### src/rtl/crt_pkg.sv
package crt_pkg;
    localparam int H_W   = 8;
    localparam int V_W   = 7;
    localparam int R_W   = 5;
    localparam int MA_W  = 14;
    localparam int SW_W  = 4;
    localparam int SKEW_DEPTH = 2;

    typedef enum logic [1:0] {
        ILM_PROG     = 2'b00,
        ILM_SYNC     = 2'b01,
        ILM_PROG_ALT = 2'b10,
        ILM_VIDEO    = 2'b11
    } ilace_e;

    typedef struct packed {
        logic [V_W-1:0] row;
        logic [R_W-1:0] ras;
        logic           adj;
        logic           field;
    } vstate_t;

    function automatic logic [SW_W:0] sync_len(input logic [SW_W-1:0] code);
        return (code == '0) ? (SW_W+1)'(1 << SW_W) : {1'b0, code};
    endfunction

    function automatic logic [1:0] skew_taps(input logic [1:0] code);
        return (code == 2'd3) ? 2'd0 : code;
    endfunction
endpackage

### src/rtl/crt_hcount.sv
module crt_hcount
    import crt_pkg::*;
#(
    parameter int HW = H_W
) (
    input  logic            clk,
    input  logic            rst,
    input  logic            ce,
    input  logic [HW-1:0]   htotal,
    input  logic [HW-1:0]   hdisp,
    input  logic [HW-1:0]   hsync_pos,
    input  logic [SW_W-1:0] hsync_code,
    output logic [HW-1:0]   hcnt,
    output logic            line_end,
    output logic            half_tick,
    output logic            h_act,
    output logic            hsync
);
    logic [HW-1:0]  rel;
    logic [HW:0]    hsum;
    logic [HW-1:0]  hhalf;
    logic [SW_W:0]  hlen;

    assign hlen      = sync_len(hsync_code);
    assign rel       = hcnt - hsync_pos;
    assign hsync     = ({1'b0, rel} < (HW+1)'(hlen));
    assign hsum      = {1'b0, htotal} + (HW+1)'(1);
    assign hhalf     = hsum[HW:1];
    assign line_end  = ce && (hcnt == htotal);
    assign half_tick = ce && (hcnt == hhalf - HW'(1));
    assign h_act     = (hcnt < hdisp);

    always_ff @(posedge clk) begin
        if (rst) begin
            hcnt <= '0;
        end else if (ce) begin
            hcnt <= (hcnt == htotal) ? '0 : hcnt + HW'(1);
        end
    end
endmodule

### src/rtl/crt_vcount.sv
module crt_vcount
    import crt_pkg::*;
(
    input  logic            clk,
    input  logic            rst,
    input  logic            line_end,
    input  logic            half_tick,
    input  logic [V_W-1:0]  vtotal,
    input  logic [V_W-1:0]  vsync_pos,
    input  logic [R_W-1:0]  vadjust,
    input  logic [R_W-1:0]  max_ras,
    input  logic [SW_W-1:0] vsync_code,
    input  logic [1:0]      ilace_mode,
    output vstate_t         st,
    output logic            row_end,
    output logic            frame_end,
    output logic [SW_W:0]   vs_left,
    output logic            vsync
);
    ilace_e        mode_e;
    logic          video;
    logic          ilace;
    logic [R_W:0]  step;
    logic [R_W:0]  ras_sum;
    logic          last_ras;
    logic          adj_done;
    logic          vs_trig;
    logic          vs_half;
    vstate_t       nx;

    assign mode_e   = ilace_e'(ilace_mode);
    assign video    = (mode_e == ILM_VIDEO);
    assign ilace    = ilace_mode[0];
    assign step     = video ? (R_W+1)'(2) : (R_W+1)'(1);
    assign ras_sum  = {1'b0, st.ras} + step;
    assign last_ras = (ras_sum > {1'b0, max_ras});
    assign adj_done = (({1'b0, st.ras} + (R_W+1)'(1)) >= {1'b0, vadjust});

    always_comb begin
        nx        = st;
        row_end   = 1'b0;
        frame_end = 1'b0;
        if (line_end) begin
            if (st.adj) begin
                if (adj_done) frame_end = 1'b1;
                else          nx.ras = st.ras + R_W'(1);
            end else if (last_ras) begin
                row_end = 1'b1;
                if (st.row == vtotal) begin
                    if (vadjust == '0) begin
                        frame_end = 1'b1;
                    end else begin
                        nx.adj = 1'b1;
                        nx.ras = '0;
                    end
                end else begin
                    nx.row = st.row + V_W'(1);
                    nx.ras = video ? R_W'(st.field) : '0;
                end
            end else begin
                nx.ras = ras_sum[R_W-1:0];
            end
            if (frame_end) begin
                nx.row   = '0;
                nx.adj   = 1'b0;
                nx.field = ilace ? ~st.field : 1'b0;
                nx.ras   = video ? R_W'(nx.field) : '0;
            end
        end
    end

    assign vs_trig = (row_end || frame_end) && !nx.adj && (nx.row == vsync_pos);

    always_ff @(posedge clk) begin
        if (rst) begin
            st      <= '0;
            vs_left <= '0;
            vs_half <= 1'b0;
        end else begin
            st <= nx;
            if (vs_trig) begin
                vs_left <= sync_len(vsync_code);
            end else if (line_end && vs_left != '0) begin
                vs_left <= vs_left - (SW_W+1)'(1);
            end
            if (half_tick) vs_half <= (vs_left != '0);
        end
    end

    assign vsync = (ilace && st.field) ? vs_half : (vs_left != '0);
endmodule

### src/rtl/crt_skew.sv
module crt_skew #(
    parameter int DEPTH = 2
) (
    input  logic       clk,
    input  logic       rst,
    input  logic       ce,
    input  logic [1:0] sel,
    input  logic       din,
    output logic       dout
);
    logic [DEPTH:0] taps;

    assign taps[0] = din;

    for (genvar i = 1; i <= DEPTH; i++) begin : g_tap
        always_ff @(posedge clk) begin
            if (rst)     taps[i] <= 1'b0;
            else if (ce) taps[i] <= taps[i-1];
        end
    end

    assign dout = taps[sel];
endmodule

### src/rtl/crt_timing.sv
module crt_timing
    import crt_pkg::*;
(
    input  logic        clk,
    input  logic        rst,
    input  logic        cclk_en,
    input  logic [7:0]  htotal,
    input  logic [7:0]  hdisp,
    input  logic [7:0]  hsync_pos,
    input  logic [7:0]  sync_widths,
    input  logic [6:0]  vtotal,
    input  logic [4:0]  vadjust,
    input  logic [6:0]  vdisp,
    input  logic [6:0]  vsync_pos,
    input  logic [4:0]  max_ras,
    input  logic [1:0]  ilace_mode,
    input  logic        rowcol_mode,
    input  logic [1:0]  de_skew,
    input  logic [1:0]  cur_skew,
    input  logic [13:0] start_addr,
    input  logic [13:0] cursor_addr,
    input  logic [4:0]  cursor_first,
    input  logic [4:0]  cursor_last,
    output logic        hsync,
    output logic        vsync,
    output logic        disp_en,
    output logic        cursor,
    output logic [13:0] mem_addr,
    output logic [4:0]  raster_addr
);
    localparam int ROW_BITS = MA_W - H_W;

    logic [H_W-1:0]  hcnt;
    logic            line_end;
    logic            half_tick;
    logic            h_act;
    vstate_t         vst;
    logic            row_end;
    logic            frame_end;
    logic [SW_W:0]   vs_left;
    logic [MA_W-1:0] ma_row;
    logic            de_raw;
    logic            cur_raw;
    logic            in_adj;
    logic            field;

    crt_hcount u_h (
        .clk        (clk),
        .rst        (rst),
        .ce         (cclk_en),
        .htotal     (htotal),
        .hdisp      (hdisp),
        .hsync_pos  (hsync_pos),
        .hsync_code (sync_widths[SW_W-1:0]),
        .hcnt       (hcnt),
        .line_end   (line_end),
        .half_tick  (half_tick),
        .h_act      (h_act),
        .hsync      (hsync)
    );

    crt_vcount u_v (
        .clk        (clk),
        .rst        (rst),
        .line_end   (line_end),
        .half_tick  (half_tick),
        .vtotal     (vtotal),
        .vsync_pos  (vsync_pos),
        .vadjust    (vadjust),
        .max_ras    (max_ras),
        .vsync_code (sync_widths[2*SW_W-1:SW_W]),
        .ilace_mode (ilace_mode),
        .st         (vst),
        .row_end    (row_end),
        .frame_end  (frame_end),
        .vs_left    (vs_left),
        .vsync      (vsync)
    );

    assign in_adj      = vst.adj;
    assign field       = vst.field;
    assign raster_addr = vst.ras;

    always_ff @(posedge clk) begin
        if (rst || frame_end) ma_row <= start_addr;
        else if (row_end)     ma_row <= ma_row + MA_W'(hdisp);
    end

    assign mem_addr = rowcol_mode ? {vst.row[ROW_BITS-1:0], hcnt}
                                  : ma_row + MA_W'(hcnt);

    assign de_raw  = h_act && (vst.row < vdisp) && !vst.adj;
    assign cur_raw = de_raw && (mem_addr == cursor_addr)
                     && (raster_addr >= cursor_first) && (raster_addr <= cursor_last);

    crt_skew #(.DEPTH(SKEW_DEPTH)) u_de_skew (
        .clk  (clk),
        .rst  (rst),
        .ce   (cclk_en),
        .sel  (skew_taps(de_skew)),
        .din  (de_raw),
        .dout (disp_en)
    );

    crt_skew #(.DEPTH(SKEW_DEPTH)) u_cur_skew (
        .clk  (clk),
        .rst  (rst),
        .ce   (cclk_en),
        .sel  (skew_taps(cur_skew)),
        .din  (cur_raw),
        .dout (cursor)
    );
endmodule

### config.mk
export PLATFORM = sky130hd
export DESIGN_NAME = crt_timing
export DESIGN_NICKNAME = d
export VERILOG_FILES = /design/src/rtl/crt_pkg.sv /design/src/rtl/crt_hcount.sv /design/src/rtl/crt_vcount.sv /design/src/rtl/crt_skew.sv /design/src/rtl/crt_timing.sv
export SDC_FILE = /design/constraint.sdc
export NUM_CORES = 1
export LEC_CHECK = 0
export BUFFER_PORTS_ARGS = -buffer_cell sky130_fd_sc_hd__buf_4
export CORE_MARGIN = 8
export CORE_UTILIZATION = 46
export DETAILED_ROUTE_END_ITERATION = 6
export PLACE_DENSITY = 0.67
export RECOVER_POWER = 100
export REMOVE_ABC_BUFFERS = 1
export SLEW_MARGIN = 30
export SYNTH_ARGS = -nofsm -noshare
export SYNTH_HDL_FRONTEND = slang
export SYNTH_SLANG_ARGS = --single-unit
### constraint.sdc
create_clock -name clk -period 5.3 [get_ports clk]
set_clock_uncertainty 0.05 [all_clocks]
set_input_delay 0.265 -clock clk [delete_from_list [all_inputs] [get_ports clk]]
set_output_delay 0.265 -clock clk [all_outputs]
set_load 0.005 [all_outputs]
==> parameters.txt, run 1 <==
Parameter                              Value

Run status
  Outcome ... finished, final reports clean

Final layout
  Post-Route Utilization ... 56.5%
  N_diodes ... 0
  Area Growth Syn to Fin ... 20.3%
  Most common cell after layout, fill and taps aside ... sky130_fd_sc_hd__buf_4
  NumNets Final ... 1046
  Design Area, Final ... 0.00711 mm^2
  Area occupied by multi-input gates ... 0.00438 mm^2
  Storage cell area ... 0.00106 mm^2
  Filler cell count ... 1169
  Most frequent cells in the layout ... sky130_fd_sc_hd__buf_4, sky130_fd_sc_hd__ha_1, sky130_fd_sc_hd__inv_1
  Fraction of layout cells with a size suffix above 1 ... 18.8%

Routing
  Routed length per placed instance ... 16.8 um
  Routed wire length ... 17400 um
  Iter 0 DRT Violations ... 328
  Antenna-violating nets left ... 0
  Detailed-route vias per instance ... 5.52
  Count of vias placed by the detailed router ... 5715
  Detailed-router iteration count before antenna repair ... 5
  Number of DRC violations after detailed routing ... 0

STA
  Unrepaired setup endpoints after global routing ... false
  Tcrit/Tclk final ... 91.2%
  Slew at the pin closest to its max-slew limit ... 0.851 ns
  Count of final setup violators ... 0
  Final critical-path setup slack ... 0.465 ns
  Hold Vio Cnt, Final ... 0
  Final setup TNS ... 0 ns
  Worst slew margin ... 43.1%
  Max Clk Rate ... 207 MHz
  Post-layout minimum cycle time ... 4.83 ns
  Pins over their slew limit ... 0
  Worst-case hold slack ... 0.188 ns

Die
  Overall die height ... 129 um
  Placement Rows ... 41
  Effective utilization at floorplan ... 47.0%
  Io pins ... 134
  Core footprint ... 0.0126 mm^2
  Full die area ... 0.0167 mm^2
  Die width ... 129 um

Setup path
  Critical Path Fanout Max ... 12
  Kind of start point of the critical path ... register
  Cells along the critical path ... inv_1 > xnor2_1 > ha_1 > a21oi_1 > xnor2_1 > ha_1 > and4_1 > a21oi_1 > o31ai_1 > a2111o_1 > a21o_1 > nor4_1 > o31ai_1 > or4b_4 > or3_1 > mux2_4
  Type of the setup path with the least slack ... reg2reg
  Required time reported for the critical path endpoint ... 5.44 ns
  Worst R2R End ... u_v.vs_left[4]
  Library cell contributing the largest single delay on the critical path ... sky130_fd_sc_hd__dfxtp_1
  Stage delay of the slowest cell on the critical path ... 0.53 ns
  Kind of cell adding the most delay to the critical path ... compound AO/OA/AOI/OAI gates
  FF-to-FF setup slack ... 0.47 ns
  Arrival time at the worst endpoint ... 4.98 ns
  RR Startpoint ... u_v.st[3]
  Setup crit end kind ... register
  Crit path buf inv count ... 1
  Cell depth of the worst flop-to-flop path ... 16

Global route
  Number of global-route vias before repair ... 5727
  Overflow left after global routing ... 0
  Global-route wire length before repair ... 27800 um
  Most heavily used metal layer in global routing ... met2
  Number of antenna violations at the first check in global routing ... 0
  Global-route track usage on met2 ... 34.9%
  Met3 Resource Use GR ... 3.74%
  Tot GR Track Use ... 20.5%
  Pin count of the biggest net entering global routing ... 35
  Global-route track usage on met1 ... 25.3%

CTS
  Clock slew at reported path FFs ... 0.07 ns
  H-tree depth ... 2
  Root buf cell ... sky130_fd_sc_hd__clkbuf_16
  Total setup buffers inserted after CTS ... 0
  Hold buffer count at CTS ... 0
  Sinks on the clock net ... 46
  Number of gates given a new drive strength after cts ... 0
  Clock insertion delay at the later pin of the skew report ... 0.30 ns
  Buffer levels on the longest clock path ... 2
  Number of CTS-inserted buffers ... 5
  Clock tree from TritonCTS ... done

Hold path
  Startpoint of the worst hold path ... start_addr[5]
  Endpoint, Worst Hold ... ma_row[5]
  Hold-critical path depth ... 3
  Type of the most critical hold path ... in2reg

Yosys
  Sequential share of the synthesized area ... 18.0%
  Number of synthesized register bits ... 46
  Number of enable-type register cells in the synthesized netlist ... 14
  Synth Flop Type ... sky130_fd_sc_hd__dfxtp_1
  Total number of yosys warnings ... 0
  Average footprint of a synthesized cell ... 7.87 um^2
  Gate Count Post-Synth ... 750
  FFs w/ async S/R, synth ... 0%
  Post-Syn Area ... 0.00590 mm^2
  Count of unique library cells instantiated by Yosys ... 77

Power
  Worst vdd ir ... 0.000127 V
  Total power divided by cell area ... 156 mW/mm^2
  Static Leakage ... 0.00335 uW

Placement
  Count of buffers inserted at the top-level ports ... 133
  Instance area after placement ... 0.00697 mm^2
  Half-perimeter wire length after placement ... 14000 um
  Routability-driven placement congestion ratio ... 0.943
  Placement Setup Slack ... 0.399 ns

Job
  Max-cap violation count ... 0
layer usage:
layer	vias to the layer above	wire, um
met3	26	1060
met2	162	8180
met5	-	0
met1	2663	7750
met4	0	379
li1	2864	-
sequential cells by signal, summed over array words and instances, names as in the netlist:
register	count
ma_row	14
u_v.st	14
u_h.hcnt	8
u_v.vs_left	5
u_de_skew.taps	2
u_cur_skew.taps	2
u_v.vs_half	1
layout make-up:
| type | instances | share of cell area (%) |
|---|---|---|
| Clock inverter | 3 | 0.335 |
| Clock buffer | 5 | 1.76 |
| Inverter | 69 | 3.65 |
| Multi-Input combinational cell | 599 | 61.6 |
| Tap cell | 172 | 3.03 |
| Sequential cell | 46 | 14.9 |
| Timing Repair Buffer | 141 | 14.7 |
worst reg2reg max path: cells and delay by family, from the launching register on:
kind                       cells  cell delay (ns)
DFF                            1             0.53
xor gates and xnor gates       2             0.32
and+or+nand+nor                4             1.46
buffers and inverters          1             0.12
adders and majority gates      2             0.46
muxes                          1             0.33
AOI/OAI and AO/OA              6             1.46
cell families (layout without fill, tap and decap cells):
kind of cell / after synthesis / after routing / synth area share, %
muxes: 19 / 19 / 3.41
DFF: 46 / 46 / 18.0
xor gates and xnor gates: 99 / 99 / 15.2
AOI/OAI and AO/OA: 169 / 169 / 18.7
adders and majority gates: 74 / 74 / 16.0
buffers and inverters: 105 / 218 / 7.93
and+or+nand+nor: 238 / 238 / 20.7
synth_stat cells (all sizes together) (14+ instances only):
cell	count	area [um^2]
buf	20	149
xnor2	56	505
nor3	20	111
dfxtp	32	641
nor2	49	186
nand3	22	110
a21o	18	135
edfxtp	14	420
a21oi	40	200
clkbuf	16	60.1
inv	68	255
nor4	14	103
o21ai	45	229
nand2	62	233
xor2	42	368
ha	70	876
report_power, final:
| group | leakage (uW) | total (uW) | switching [uW] | internal (uW) |
|---|---|---|---|---|
| Clock | 0.0000747 | 328 | 150 | 178 |
| Sequential | 0.000397 | 396 | 15.0 | 381 |
| Combinational | 0.00288 | 385 | 194 | 191 |
| Total | 0.00335 | 1110 | 359 | 750 |
per-stage QoR:
stage          power [uW]  std cells
4_1_cts              1120       1035
6_report             1110       1035
2_1_floorplan         626        714
3_3_place_gp          779       1027
3_5_place_dp          789       1027
5_1_grt              1180       1035
worst max path at each step:
stage,start,to,cells past startpoint
after floorplan,ilace_mode[0],u_v.vs_left[4],17
after global placement,ilace_mode[0],u_v.vs_left[4],18
after detailed placement,ilace_mode[0],u_v.vs_left[4],18
after CTS,u_v.st[3],u_v.vs_left[4],16
after global routing,u_v.st[3],u_v.vs_left[4],16
final,u_v.st[3],u_v.vs_left[4],16
(Power assumes the default switching activity.)
==> run 2, diff against run 1 <==
--- a/config.mk
+++ b/config.mk
@@ -5,6 +5,7 @@
 export SDC_FILE = /design/constraint.sdc
 export NUM_CORES = 1
 export LEC_CHECK = 0
+export ABC_AREA = 1
 export BUFFER_PORTS_ARGS = -buffer_cell sky130_fd_sc_hd__buf_4
 export CORE_MARGIN = 8
 export CORE_UTILIZATION = 46
==> run 2 against run 1 <==
- routed wire length down 1.4%
- combinational power down 8.1%
- first-iteration DRC count up 7.3%
- largest power group unchanged
==> parameters.txt, run 2 <==
Parameter                              Value

Setup path
  Worst R2R End ... u_v.vs_left[2]
  FF-to-FF setup slack ... 1.27 ns (+0.81 ns)
  RR Startpoint ... u_v.st[3]
  Cell depth of the worst flop-to-flop path ... 27 (+11)
  Critical Path Fanout Max ... 18 (+6)
  Setup crit end kind ... register
  Capture point of the critical path ... u_v.vs_left[2]
  Type of the setup path with the least slack ... reg2reg
  Worst setup path startpoint ... u_v.st[3]
  Arrival time at the worst endpoint ... 4.12 ns (-0.86 ns)
  Required time reported for the critical path endpoint ... 5.40 ns (-0.04 ns)
  Kind of start point of the critical path ... register

Final layout
  N_diodes ... 0 (unchanged)
  Fraction of layout cells with a size suffix above 1 ... 17.0% (-1.8 points)
  Most frequent cells in the layout ... sky130_fd_sc_hd__nand2_1, sky130_fd_sc_hd__inv_1, sky130_fd_sc_hd__buf_4
  Area Growth Syn to Fin ... 20.8%
  Non-filler cells, final ... 1202 (+16%)
  Largest registers in the final layout ... ma_row x14, u_v.st x14, u_h.hcnt x8
  NumNets Final ... 1213 (+16%)
  Filler cell count ... 1284 (+9.8%)
  Most common cell after layout, fill and taps aside ... sky130_fd_sc_hd__nand2_1

Global route
  Number of global-route vias before repair ... 5818 (+1.6%)
  Overflow left after global routing ... 0 (unchanged)
  Tot GR Track Use ... 20.7% (+0.24 points)
  Global-route wire length before repair ... 27900 um (+0.42%)
  Pin count of the biggest net entering global routing ... 23 (-34%)
  Number of antenna violations at the first check in global routing ... 0 (unchanged)

Routing
  Detailed-router iteration count before antenna repair ... 5 (unchanged)
  Antenna-violating nets left ... 0 (unchanged)
  Iter 0 DRT Violations ... 352 (+7.3%)
  Count of vias placed by the detailed router ... 6053 (+5.9%)
  Detailed-route vias per instance ... 5.04 (-8.8%)
  Routed length per placed instance ... 14.2 um (-15%)
  Routed wire length ... 17100 um (-1.4%)
  Number of DRC violations after detailed routing ... 0 (unchanged)

STA
  Count of final setup violators ... 0 (unchanged)
  Tcrit/Tclk final ... 76.0% (-15 points)
  Worst-case hold slack ... 0.193 ns (+0.00544 ns)
  Post-layout minimum cycle time ... 4.03 ns (-0.806 ns)
  Slew at the pin closest to its max-slew limit ... 0.837 ns (-0.0137 ns)
  Unrepaired setup endpoints after global routing ... false
  Final setup TNS ... 0 ns (unchanged)
  Hold Vio Cnt, Final ... 0 (unchanged)
  Max Clk Rate ... 248 MHz (+20%)
  Worst slew margin ... 44.2% (+1.0 points)
  Pins over their slew limit ... 0 (unchanged)

CTS
  Clock slew at reported path FFs ... 0.07 ns (about the same)
  Clock tree from TritonCTS ... done
  H-tree depth ... 2 (unchanged)
  Root buf cell ... sky130_fd_sc_hd__clkbuf_16
  Sinks on the clock net ... 46 (unchanged)
  Number of gates given a new drive strength after cts ... 0 (unchanged)
  Number of CTS-inserted buffers ... 5 (unchanged)
  Buffer levels on the longest clock path ... 2 (unchanged)
  Total setup buffers inserted after CTS ... 0 (unchanged)
  Clock insertion delay at the later pin of the skew report ... 0.29 ns (about the same)
  Hold buffer count at CTS ... 0 (unchanged)

Yosys
  Number of enable-type register cells in the synthesized netlist ... 14 (unchanged)
  Count of unique library cells instantiated by Yosys ... 48 (-38%)
  Total number of yosys warnings ... 0 (unchanged)
  Average footprint of a synthesized cell ... 6.42 um^2 (-18%)
  Post-Syn Area ... 0.00582 mm^2 (-1.4%)
  Synth Flop Type ... sky130_fd_sc_hd__dfxtp_1
  Portion of synthesized cell area occupied by the leading cell type ... 15.0% (+0.21 points)
  Gate Count Post-Synth ... 907 (+21%)
  FFs w/ async S/R, synth ... 0% (unchanged)
  Post-synthesis cell type with the largest combined area ... sky130_fd_sc_hd__ha_1
  Number of synthesized register bits ... 46 (unchanged)
  Most frequent cells after synthesis ... sky130_fd_sc_hd__nand2_1, sky130_fd_sc_hd__inv_1, sky130_fd_sc_hd__nor2_1
  Leading cell type by number of instances after synthesis ... sky130_fd_sc_hd__nand2_1
  Sequential share of the synthesized area ... 18.2% (+0.26 points)
  Main area contributors after synthesis ... sky130_fd_sc_hd__ha_1, sky130_fd_sc_hd__nand2_1, sky130_fd_sc_hd__dfxtp_1

Placement
  Post-placement cell count ... 1194 (+16%)
  Count of buffers inserted at the top-level ports ... 133 (unchanged)
  Routability-driven placement congestion ratio ... 0.962 (+2.0%)
  Half-perimeter wire length after placement ... 14300 um (+1.9%)

Die
  Die width ... 128 um (-0.63%)
  Placement Rows ... 41 (unchanged)
  Io pins ... 134 (unchanged)
  Effective utilization at floorplan ... 46.7% (-0.29 points)
  Overall die height ... 128 um (-0.63%)
  Core footprint ... 0.0125 mm^2 (-0.82%)
  Full die area ... 0.0165 mm^2 (-1.2%)

Power
  Post-route total power ... 1120 uW (+1.1%)
  Total power divided by cell area ... 160 mW/mm^2 (+2.2%)
  Worst vdd ir ... 0.000115 V (-9.7%)
  Static Leakage ... 0.00377 uW (+13%)

Hold path
  Hold-critical path depth ... 2 (-1)
  Type of the most critical hold path ... in2reg

Run status
  Outcome ... finished, final reports clean

Job
  Max-cap violation count ... 0 (unchanged)
-- run 2: cell types whose count changed in the layout (fill, tap and decap cells not counted), sizes merged, moves of 9 or more --
cell and delta:
nand2 +162, inv +89, xnor2 -42, nor2 +38, nand3 +36, a21o -16, a21oi +16, buf -13
mux2i -13, nand4 +13, nor2b -13, nand2b -12, nor3 -11, xor2 -9
-- run 2: how the worst min path moves through the flow --
stage	start	to	slack, ns
final	cclk_en	u_cur_skew.taps[1]	0.19
after global placement	u_cur_skew.taps[2]	u_cur_skew.taps[2]	0.40
after floorplan	rst	u_v.st[2]	0.28
after CTS	cclk_en	u_cur_skew.taps[1]	0.18
after detailed placement	u_cur_skew.taps[2]	u_cur_skew.taps[2]	0.40
after global routing	cclk_en	u_cur_skew.taps[1]	0.20
-- run 2: metrics by stage --
stage	instance area (um^2)	util (%)	setup slack [ns]
global placement	6920	55.5	1.68
floorplan	5700	-	2.09
detailed placement	6920	55.5	1.56
CTS	7090	56.9	1.54
global route	7030	56.4	0.853
finish	7030	56.4	1.27
-- run 2: kinds of logic after synthesis --
logic type / synth area share (%)
compound gates: 13.1
xor+xnor: 7.07
fa+ha+maj: 16.1
buf+inv: 12.3
flops: 18.2
mux: 0.193
simple gates: 33.1
-- run 2: per-layer routing --
layer / wire length, um / share of wire, % / track usage, % / vias to the layer above
met5: 0 / 0 / 0 / -
met4: 301 / 1.8 / 6.01 / 0
met3: 1110 / 6.5 / 3.72 / 28
met2: 7880 / 46 / 35.8 / 185
met1: 7830 / 46 / 25.7 / 2653
li1: - / - / - / 3187
-- run 2: power by group --
part	switching (uW)	internal [uW]	leakage (uW)
logic	188	166	0.00329
clock network	146	224	0.0000842
registers	16.2	381	0.000398
-- run 2: layout make-up --
class	count	area, um^2	area share, %
multi-input combinational	684	4000	56.9
sequential	46	1060	15.1
timing repair buffer	133	987	14.0
inverter	159	598	8.50
tap	172	215	3.06
clock buffer	5	125	1.78
clock inverter	3	43.8	0.623
-- run 2: worst max-delay path: stages, from the launching register on --
cell and delay, ns:
sky130_fd_sc_hd__dfxtp_1 0.46, sky130_fd_sc_hd__inv_1 0.10, sky130_fd_sc_hd__nand2_1 0.12, sky130_fd_sc_hd__nand2_1 0.06
sky130_fd_sc_hd__inv_1 0.05, sky130_fd_sc_hd__ha_1 0.14, sky130_fd_sc_hd__inv_1 0.05, sky130_fd_sc_hd__a21oi_1 0.18
sky130_fd_sc_hd__xor2_1 0.20, sky130_fd_sc_hd__ha_1 0.27, sky130_fd_sc_hd__nand2_1 0.07, sky130_fd_sc_hd__inv_1 0.04
sky130_fd_sc_hd__nand4_1 0.06, sky130_fd_sc_hd__nand2_1 0.06, sky130_fd_sc_hd__nand2_1 0.38, sky130_fd_sc_hd__nand3_1 0.13
sky130_fd_sc_hd__nand2_1 0.13, sky130_fd_sc_hd__nand2_4 0.14, sky130_fd_sc_hd__nand2_1 0.13, sky130_fd_sc_hd__nand2_1 0.06
sky130_fd_sc_hd__nand2_1 0.11, sky130_fd_sc_hd__nand2_2 0.06, sky130_fd_sc_hd__nor2_1 0.22, sky130_fd_sc_hd__nand3_1 0.25
sky130_fd_sc_hd__nand2_1 0.17, sky130_fd_sc_hd__nor2_1 0.05, sky130_fd_sc_hd__nor2_1 0.08, sky130_fd_sc_hd__nor2_1 0.04
==> run 3, diff against run 2 <==
==> constraint.sdc (replaced) <==
create_clock -name clk -period 3.95 [get_ports clk]
set_clock_uncertainty 0.05 [all_clocks]
set_input_delay 0.1975 -clock clk [delete_from_list [all_inputs] [get_ports clk]]
set_output_delay 0.1975 -clock clk [all_outputs]
set_load 0.005 [all_outputs]
==> run 3 against run 2 <==
- final cell count rose by 0.42%
- critical path depth fell by 7
- combinational power rose by 35%
==> parameters.txt, run 3 (synthesized netlist as in run 2, its figures left out) <==
Parameter                              Value

CTS
  Buffer levels on the longest clock path ... 2 (unchanged)
  Clock slew at reported path FFs ... 0.07 ns (about the same)
  Clock tree from TritonCTS ... done
  Sinks on the clock net ... 46 (unchanged)
  Number of CTS-inserted buffers ... 5 (unchanged)
  Root buf cell ... sky130_fd_sc_hd__clkbuf_16
  H-tree depth ... 2 (unchanged)
  Clock insertion delay at the later pin of the skew report ... 0.30 ns (about the same)

Power
  Total power divided by cell area ... 213 mW/mm^2 (+34%)
  Static Leakage ... 0.00379 uW (+0.52%)
  Worst vdd ir ... 0.000185 V (+60%)

Final layout
  NumNets Final ... 1218 (+0.41%)
  Design Area, Final ... 0.00708 mm^2 (+0.73%)
  Area Growth Syn to Fin ... 21.7%
  Largest registers in the final layout ... ma_row x14, u_v.st x14, u_h.hcnt x8
  N_diodes ... 0 (unchanged)
  Fraction of layout cells with a size suffix above 1 ... 17.5% (+0.50 points)
  Most common cell after layout, fill and taps aside ... sky130_fd_sc_hd__nand2_1
  Most frequent cells in the layout ... sky130_fd_sc_hd__nand2_1, sky130_fd_sc_hd__inv_1, sky130_fd_sc_hd__buf_4
  Filler cell count ... 1320 (+2.8%)

Setup path
  Arrival time at the worst endpoint ... 3.55 ns (-0.57 ns)
  Kind of start point of the critical path ... register
  Required time reported for the critical path endpoint ... 3.96 ns (-1.44 ns)
  Critical Path Fanout Max ... 21 (+3)
  Setup crit end kind ... register
  Type of the setup path with the least slack ... reg2reg

Placement
  Instance area after placement ... 0.00696 mm^2 (+0.54%)
  Half-perimeter wire length after placement ... 14400 um (+0.56%)
  Routability-driven placement congestion ratio ... 0.926 (-3.7%)
  Count of buffers inserted at the top-level ports ... 133 (unchanged)

Run status
  Outcome ... finished, final reports clean

Global route
  Number of global-route vias before repair ... 5817 (-0.017%)
  Tot GR Track Use ... 21.1% (+0.35 points)
  Number of antenna violations at the first check in global routing ... 0 (unchanged)
  Pin count of the biggest net entering global routing ... 23 (unchanged)
  Overflow left after global routing ... 0 (unchanged)
  Global-route wire length before repair ... 28300 um (+1.4%)

STA
  Count of final setup violators ... 0 (unchanged)
  Slew at the pin closest to its max-slew limit ... 0.811 ns (-0.0258 ns)
  Post-layout minimum cycle time ... 3.54 ns (-0.485 ns)
  Max Clk Rate ... 282 MHz (+14%)
  Worst slew margin ... 45.9% (+1.7 points)
  Unrepaired setup endpoints after global routing ... false
  Final setup TNS ... 0 ns (unchanged)
  Pins over their slew limit ... 0 (unchanged)
  Tcrit/Tclk final ... 89.7% (+14 points)
  Hold Vio Cnt, Final ... 0 (unchanged)

Routing
  Routed wire length ... 17100 um (-0.34%)
  Number of DRC violations after detailed routing ... 0 (unchanged)
  Routed length per placed instance ... 14.1 um (-0.76%)
  Detailed-router iteration count before antenna repair ... 5 (unchanged)
  Antenna-violating nets left ... 0 (unchanged)
  Count of vias placed by the detailed router ... 6060 (+0.12%)
  Detailed-route vias per instance ... 5.02 (-0.30%)
  Iter 0 DRT Violations ... 343 (-2.6%)

Job
  Max-cap violation count ... 0 (unchanged)

Die
  Overall die height ... 128 um (unchanged)
  Io pins ... 134 (unchanged)
  Die width ... 128 um (unchanged)
  Effective utilization at floorplan ... 46.7% (unchanged)
  Full die area ... 0.0165 mm^2 (unchanged)
  Core footprint ... 0.0125 mm^2 (unchanged)
  Placement Rows ... 41 (unchanged)

Hold path
  Type of the most critical hold path ... in2reg
## run 3: layout make-up
class / count / area, um^2 / share of cell area, %
tap: 172 / 215 / 3.04
inverter: 159 / 602 / 8.50
clock buffer: 5 / 125 / 1.77
clock inverter: 3 / 43.8 / 0.618
multi-input combinational: 684 / 4020 / 56.7
sequential: 46 / 1060 / 15.0
timing repair buffer: 138 / 1020 / 14.4
## run 3: critical path, cell delays in order (launching register included)
cell                         delay (ns)
sky130_fd_sc_hd__dfxtp_2           0.40
sky130_fd_sc_hd__inv_1             0.08
sky130_fd_sc_hd__nand2_1           0.10
sky130_fd_sc_hd__nand2_1           0.05
sky130_fd_sc_hd__inv_1             0.05
sky130_fd_sc_hd__ha_1              0.13
sky130_fd_sc_hd__inv_1             0.04
sky130_fd_sc_hd__a21oi_1           0.18
sky130_fd_sc_hd__xor2_1            0.20
sky130_fd_sc_hd__ha_1              0.27
sky130_fd_sc_hd__a21oi_1           0.16
sky130_fd_sc_hd__nand2_1           0.07
sky130_fd_sc_hd__nand2_1           0.10
sky130_fd_sc_hd__nand2_4           0.13
sky130_fd_sc_hd__nand3_1           0.09
sky130_fd_sc_hd__nand2_1           0.09
sky130_fd_sc_hd__nand2_4           0.18
sky130_fd_sc_hd__inv_1             0.13
sky130_fd_sc_hd__nor2_4            0.14
sky130_fd_sc_hd__clkinvlp_4        0.33
sky130_fd_sc_hd__a22o_1            0.33
## run 3: path summary, 6_finish.rpt
path	from	endpoint	slack, ns	depth (start not counted)
worst max-delay path	u_v.st[3]	ma_row[11]	0.41	20
worst min-delay path	cclk_en	u_de_skew.taps[1]	0.13	2
worst min register to register	u_cur_skew.taps[2]	u_cur_skew.taps[2]	0.41	2
worst max register to register	u_v.st[3]	ma_row[11]	0.41	20
## run 3: per-layer routing
metal,track usage [%],wire (um)
met4,6.43,348
met2,34.6,7700
met1,27.3,7820
met5,0,0
met3,4.05,1200
## run 3: metrics by stage
step	setup slack (ns)	std cells	util, %	hold WS, ns	power [uW]
after CTS	0.257	1207	57.2	0.113	1520
after global placement	0.398	1199	55.8	0.393	1020
after floorplan	0.744	889	-	0.217	818
final	0.406	1207	56.8	0.126	1510
after detailed placement	0.307	1199	55.8	0.401	1020
after global routing	0.0577	1207	56.8	0.130	1600
## run 3: repair_timing
action	CTS	global route
gates resized for setup	0	2
setup endpoints to repair	0	1
hold endpoints to repair	0	0
buffers inserted	0	0
hold buffers	0	0
## run 3: power by group
| part | internal [uW] | switching [uW] | total [uW] | leakage, uW |
|---|---|---|---|---|
| Clock | 300 | 201 | 502 | 0.0000842 |
| Combinational | 223 | 254 | 477 | 0.00331 |
| Sequential | 512 | 21.2 | 533 | 0.000398 |
| Total | 1040 | 476 | 1510 | 0.00379 |
